### src/rtl/stn_scan_engine.sv
module stn_scan_engine #(
  parameter int ADDR_W = 32,
  parameter int OFS_W  = 17,
  parameter int WID_W  = 6,
  parameter int LIN_W  = 10
) (
  input  logic              clk,
  input  logic              rst_n,
  input  logic              enable,
  input  logic [ADDR_W-1:0] cfg_base,
  input  logic [WID_W-1:0]  cfg_width,
  input  logic [LIN_W-1:0]  cfg_lines,
  input  logic [1:0]        cfg_depth,
  output logic              mem_req,
  output logic [ADDR_W-1:0] mem_addr,
  input  logic              mem_valid,
  input  logic [31:0]       mem_rdata,
  output logic              pix_clk,
  output logic              line_clk,
  output logic              frame_pulse,
  output logic              ac_bias,
  output logic [3:0]        pix_data
);
  localparam int GRP_W = WID_W + 3;

  typedef enum logic [2:0] {ST_IDLE, ST_FETCH, ST_SETUP, ST_HIGH, ST_LINE} st_t;
  st_t st;

  logic [ADDR_W-1:0] base_q;
  logic [OFS_W-1:0]  ofs_q;
  logic [WID_W-1:0]  wid_q;
  logic [LIN_W-1:0]  lines_q, line_idx;
  logic [1:0]        dep_q;
  logic [31:0]       sr, sr_next;
  logic [3:0]        word_left, word_grps;
  logic [GRP_W-1:0]  line_left;
  logic [3:0]        fc;
  logic [3:0]        grey;

  wire last_line = (line_idx == lines_q);
  wire showing   = (st == ST_SETUP) || (st == ST_HIGH);

  assign mem_req     = (st == ST_FETCH);
  assign mem_addr    = {base_q[ADDR_W-1:OFS_W], base_q[OFS_W-1:0] + ofs_q};
  assign pix_clk     = (st == ST_HIGH);
  assign line_clk    = (st == ST_LINE);
  assign frame_pulse = line_clk && (line_idx == '0);
  assign pix_data    = showing ? grey : 4'd0;

  assign word_grps = (dep_q == 2'd0) ? 4'd8 : (dep_q == 2'd1) ? 4'd4 : 4'd2;

  always_comb begin
    case (dep_q)
      2'd0:    sr_next = sr >> 4;
      2'd1:    sr_next = sr >> 8;
      default: sr_next = sr >> 16;
    endcase
  end

  always_comb begin
    grey = '0;
    for (int i = 0; i < 4; i++) begin
      case (dep_q)
        2'd0:    grey[i] = sr[i];
        2'd1:    grey[i] = (sr[2*i +: 2] > fc[1:0]);
        default: grey[i] = (sr[4*i +: 4] > fc);
      endcase
    end
  end

  always_ff @(posedge clk) begin
    if (!rst_n) begin
      st        <= ST_IDLE;
      base_q    <= '0;
      ofs_q     <= '0;
      wid_q     <= '0;
      lines_q   <= '0;
      line_idx  <= '0;
      dep_q     <= '0;
      sr        <= '0;
      word_left <= '0;
      line_left <= '0;
      fc        <= '0;
      ac_bias   <= 1'b0;
    end else if (!enable) begin
      st <= ST_IDLE;
    end else begin
      if (st == ST_IDLE || (st == ST_LINE && last_line)) begin
        base_q    <= cfg_base;
        wid_q     <= cfg_width;
        lines_q   <= cfg_lines;
        dep_q     <= cfg_depth;
        ofs_q     <= '0;
        line_idx  <= '0;
        word_left <= '0;
        line_left <= GRP_W'({cfg_width, 2'b00}) + GRP_W'(4);
      end
      case (st)
        ST_IDLE: st <= ST_FETCH;
        ST_FETCH: begin
          if (mem_valid) begin
            sr        <= mem_rdata;
            word_left <= word_grps;
            ofs_q     <= ofs_q + OFS_W'(4);
            st        <= ST_SETUP;
          end
        end
        ST_SETUP: st <= ST_HIGH;
        ST_HIGH: begin
          sr        <= sr_next;
          word_left <= word_left - 4'd1;
          line_left <= line_left - GRP_W'(1);
          if (line_left == GRP_W'(1))      st <= ST_LINE;
          else if (word_left == 4'd1)      st <= ST_FETCH;
          else                             st <= ST_SETUP;
        end
        ST_LINE: begin
          if (last_line) begin
            fc      <= fc + 4'd1;
            ac_bias <= ~ac_bias;
            st      <= ST_FETCH;
          end else begin
            line_idx  <= line_idx + LIN_W'(1);
            line_left <= GRP_W'({wid_q, 2'b00}) + GRP_W'(4);
            st        <= (word_left == 4'd0) ? ST_FETCH : ST_SETUP;
          end
        end
        default: st <= ST_IDLE;
      endcase
    end
  end

  assert_idle_after_disable_R1: assert property (@(posedge clk) disable iff (!rst_n)
    !enable |=> (!mem_req && !pix_clk && !line_clk && pix_data == 4'd0));

  assert_req_hold_R2: assert property (@(posedge clk) disable iff (!rst_n)
    (mem_req && !mem_valid && enable) |=> (mem_req && $stable(mem_addr)));

  assert_line_pulse_single_R5: assert property (@(posedge clk) disable iff (!rst_n)
    line_clk |=> !line_clk);

  assert_frame_inside_line_R6: assert property (@(posedge clk) disable iff (!rst_n)
    frame_pulse |-> line_clk);

  assert_bias_after_line_R7: assert property (@(posedge clk) disable iff (!rst_n)
    (ac_bias != $past(ac_bias)) |-> $past(line_clk));

  assert_data_steady_R9: assert property (@(posedge clk) disable iff (!rst_n)
    pix_clk |-> $stable(pix_data));
endmodule

### config.mk
export PLATFORM = sky130hd
export DESIGN_NAME = stn_scan_engine
export DESIGN_NICKNAME = d
export VERILOG_FILES = /design/src/rtl/stn_scan_engine.sv
export SDC_FILE = /design/constraint.sdc
export NUM_CORES = 1
export LEC_CHECK = 0
export BUFFER_PORTS_ARGS = -buffer_cell sky130_fd_sc_hd__buf_4
export CAP_MARGIN = 5
export CORE_MARGIN = 4
export CORE_UTILIZATION = 47
export CTS_CLUSTER_SIZE = 16
export DETAILED_ROUTE_END_ITERATION = 6
export PLACE_DENSITY = 0.8
export SLEW_MARGIN = 15
export SYNTH_ARGS = -nofsm -noshare
export SYNTH_HDL_FRONTEND = slang
export SYNTH_SLANG_ARGS = --single-unit
### constraint.sdc
create_clock -name clk -period 3.4 [get_ports clk]
set_input_delay 0.68 -clock clk [delete_from_list [all_inputs] [get_ports clk]]
set_output_delay 0.68 -clock clk [all_outputs]
set_load 0.005 [all_outputs]
=== After elaboration in Yosys (flattened, before gate mapping) ===
Cells that the tools add are included.

* Reduce and logical (&&, ||, !) cells: 13
* Bitwise gates (word level): 1
* Mux-type cells: 28
* Order comparisons: 8
* Equality and inequality tests: 9
* $add $sub $neg: 8

{| class="wikitable"
|+ Operator list
! kind !! count
|-
| 32-bit one-hot mux with 2 select lines || 1
|-
| 28-bit one-hot mux with 2 select lines || 1
|-
| 17-bit 2-to-1 mux || 3
|-
| 32-bit 2-to-1 mux || 1
|-
| 10-bit 2-to-1 mux || 3
|-
| 8-bit by 3-bit adder with 9-bit output (second input constant) || 2
|-
| 9-bit 2-to-1 mux || 2
|-
| 9-bit one-hot mux with 2 select lines || 1
|-
| 17-bit adder || 1
|-
| 17-bit by 3-bit adder with 17-bit output (second input constant) || 1
|-
| 4-bit > comparator || 4
|-
| 4-bit 2-to-1 mux || 4
|-
| 3-bit one-hot mux with 5 select lines || 1
|-
| 10-bit by 1-bit adder with 10-bit output (second input constant) || 1
|-
| 10-bit == test || 1
|-
| 10-bit zero test || 1
|-
| 9-bit by 1-bit == test with 1-bit output (second input constant) || 1
|-
| 3-bit 2-to-1 mux || 3
|-
| 9-bit by 1-bit subtractor with 9-bit output (second input constant) || 1
|-
| 2-bit > comparator || 4
|-
| 1-bit one-hot mux with 2 select lines || 4
|-
| 4-bit one-hot mux with 2 select lines || 1
|-
| 3-bit by 2-bit == test with 1-bit output (second input constant) || 2
|-
| 2-bit 2-to-1 mux || 3
|-
| other kinds (16) || 20
|}

* Flip-flop bits (word level): 130
* Logic and storage cells: 79
* Output and inout bits: 41
* Input bits: 86

=== Logic depth before layout (Yosys ltp) ===
* Depth in word-level cells: 6
* Mapped depth: 9
* Depth with buffers taken out: 8

=== Worst setup path before layout ===
OpenSTA, ideal clock, no wires.

* Path kind: register to output
* Start: register ofs_q[4]
* End: output port mem_addr[15]
* Stages on the path, launching flop included: 8
* Setup slack: 0.724 ns
* Data arrival time: 1.996 ns
* Data required time: 2.720 ns
* Path buffers: 0
* Cell sequence: dfxtp_1 -> ha_1 -> a21o_1 -> a21o_1 -> a211o_1 -> a31oi_1 -> o21ai_1 -> a211o_1

* Cells in the longest elaborated chain, start to end: 1

{| class="wikitable"
|+ Ends and longest elaborated chain
! item !! RTL line !! source
|-
| start: declaration || 30 || <nowiki>logic [OFS_W-1:0] ofs_q;</nowiki>
|-
| start signal: assignment || 104 || <nowiki>ofs_q <= ofs_q + OFS_W'(4);</nowiki>
|-
| 17-bit adder || 44 || <nowiki>assign mem_addr = {base_q[ADDR_W-1:OFS_W], base_q[OFS_W-1:0] + ofs_q};</nowiki>
|-
| end: declaration || 15 || <nowiki>output logic [ADDR_W-1:0] mem_addr,</nowiki>
|}

No other way between the ends.

=== Worst setup path in the final report ===
Same ends and word-level chain as after synthesis.

==> run metrics <==
outcome complete, no violations; r2r worst-path depth 7; CP startpoint kind flop; asr flop ratio synth 0%; grt total ovfl 0; Total Wirelength 20130 um; pre-CTS setup slack 0.4384 ns; Final min period 3.309 ns; Area contributors post-synth dfxtp_1, mux2i_1, ha_1, nor2_1, nand2_1; grt peak-use layer met2; die width 137.1 um; largest net degree at the start of global routing 82; area grow syn2layout 20.87%; Post-synth EDFFs 0; DP HPWL 14120 um; Synth Instances 944; final hold vios 0; multi-input logic area 0.004840 mm^2; CP Capture Type output pin; adder-cell share of the synthesized area 7.760%; Post-Syn Area 0.007836 mm^2; Hold Path End base_q[9]; type of the most critical hold path primary input to flop; Worst EP arrival 2.63 ns; Hold Buf Count CTS 0; routed vias 7086; CTS tree yes; wire per inst 15.98 um; Hold Path Cell Cnt 3; Mean Syn Cell Area 8.301 um^2; Clock transition at path regs 0.06 ns; cts bufs inserted 17; Worst Setup Path Type flop to output pin; share of the synthesized area in the top cell type 33.21%; CP max FO 5; clk_skew 0.006497 ns; biggest area consumer among synthesized cells dfxtp_1; M2 GR Usage 34.99%; die area 0.01880 mm^2; initial antenna violation count 0; Rows 46; Critical R2R Capture word_left[1]; clock root buffer clkbuf_16; DRC viols 0; Nets 1165; largest family of logic cells by synthesized area simple AND/OR/NAND/NOR gates; hold slack 0.4851 ns; GPL Wtd Cong 0.8814; Initial DRT Pass Iterations 5; compound-cell area share of the yosys netlist 17.98%; PortBufs 126; DRT iter0 DRCs 557; fin crit share 97.32%; share of cells above drive strength 1 17.72%; H-tree depth reported by CTS 4; MaxCap Viol Count 0; Power per Cell Area 436.1 mW/mm^2; GRT Total Usage 21.63%; global-route wire length before repair 32930 um; Placed Area 0.008807 mm^2; Post-Layout Cell Count 1260; peak supply drop 0.0003896 V; Synth Area in XOR/XNOR 5.588%; mux share of post-synthesis cell area 10.14%; Synth Area in Simple Gates 19.62%; syn nets 1078; deepest clock path buffer count 2; count leader, synth dfxtp_1; R2R Setup Slk 0.80 ns; Finish-stage setup viols 0; Worst-Skew Late Latency 0.42 ns; post-route setup slack 0.09120 ns; Synth Register Bits 130; Slew @ Worst Pin 0.9330 ns; vias in the first global route 6830; core area 0.01612 mm^2; yosys warns 0; met1 usage 28.15%; CTS sink cnt 130; n_diodes 0; # placed instances 1228; ANT nets after route 0; R2R Path Start line_idx[5]; P_leak 4.001 nW; final core occ 58.77%; Via density 5.624; Hold Startpoint cfg_base[9]; WP data required 2.72 ns; Final Cell Area 0.009472 mm^2; met3 Usage GRT 5.699%; fmax 0.3022 GHz; Sequential cell area 0.002605 mm^2; Main synth FF type dfxtp_1; headroom to the max-slew limit 37.80%; Cell variety after synth 63; Post-synth top cells dfxtp_1, nor2_1, nand2_1; max-slew violation count 0; I/O pins 127; # fillers 1454; Die Y 137.1 um; register area share after synthesis 33.21%; Initial Util 48.63%
-- where the power goes --
part | internal (mW) | switching [mW] | total [mW]
logic | 0.266 | 0.276 | 0.542
registers | 1.59 | 0.0617 | 1.65
clock network | 1.24 | 0.699 | 1.94
total | 3.09 | 1.04 | 4.13
-- cell type report --
| cell class | instances | share of cell area (%) |
|---|---|---|
| inverter | 29 | 1.149 |
| sequential | 130 | 27.50 |
| clock inverter | 14 | 1.982 |
| clock buffer | 18 | 4.637 |
| timing repair buffer | 136 | 10.78 |
| tap | 216 | 2.853 |
| multi-input combinational | 717 | 51.10 |
-- what timing repair did --
item | in CTS | in global routing
setup endpoints to repair | 1 | 3
buffers inserted | 0 | 0
gates resized for setup | 1 | 7
-- worst max-delay path: stages (launching register included) --
cell and delay, ns:
dfxtp_2 0.37, ha_2 0.32, a21o_1 0.19, a21o_1 0.18, a211o_1 0.37, a31oi_4 0.25
o21ai_1 0.12, a211o_1 0.28, buf_4 0.13
-- metrics by stage --
stage               power, mW  setup TNS, ns
floorplan               2.023              0
global placement        2.203              0
detailed placement      2.217              0
CTS                     4.156              0
global route            4.287     -0.0009865
finish                  4.130              0
-- kinds of logic after synthesis --
group | count (synthesis)
AOI/OAI and AO/OA | 210
adders and majority gates | 48
muxes | 79
and+or+nand+nor | 330
buffers and inverters | 97
DFF | 130
xor gates and xnor gates | 50
-- worst max-delay path by stage --
stage | from | endpoint | slack, ns
detailed placement | ofs_q[4] | mem_addr[15] | 0.44
global route | ofs_q[4] | mem_addr[15] | -0.001
global placement | ofs_q[4] | mem_addr[15] | 0.47
CTS | ofs_q[4] | mem_addr[15] | 0.03
finish | ofs_q[4] | mem_addr[15] | 0.09
floorplan | ofs_q[4] | mem_addr[15] | 0.72
-- per-layer routing --
metal	vias up	wire, um
li1	3546	-
met1	3292	8918
met2	218	9648
met3	30	1263
met4	0	303
met5	-	0
-- cell usage in the layout, fill, tap and decap left out, drive strengths merged, types with 6 or more instances in the layout --
cell      n
buf     136
dfxtp   130
nor2    115
nand2    84
mux2i    76
ha       47
o21ai    47
a21oi    46
a211oi   30
nor3     29
xnor2    29
inv      29
nand3    25
xor2     21
nor2b    20
clkbuf   18
a311oi   14
and2     10
a31oi    10
a21o      9
nand4     8
and3      7
nor4      7
clkinv    6
-- state kept, by name, summed over array words and instances (netlist names) --
name,cells
wid_q,6
word_left,4
dep_q,2
fc,4
ac_bias,1
line_left,9
lines_q,10
line_idx,10
ofs_q,17
base_q,32
st,3
sr,32
(Power assumes the default switching activity.)
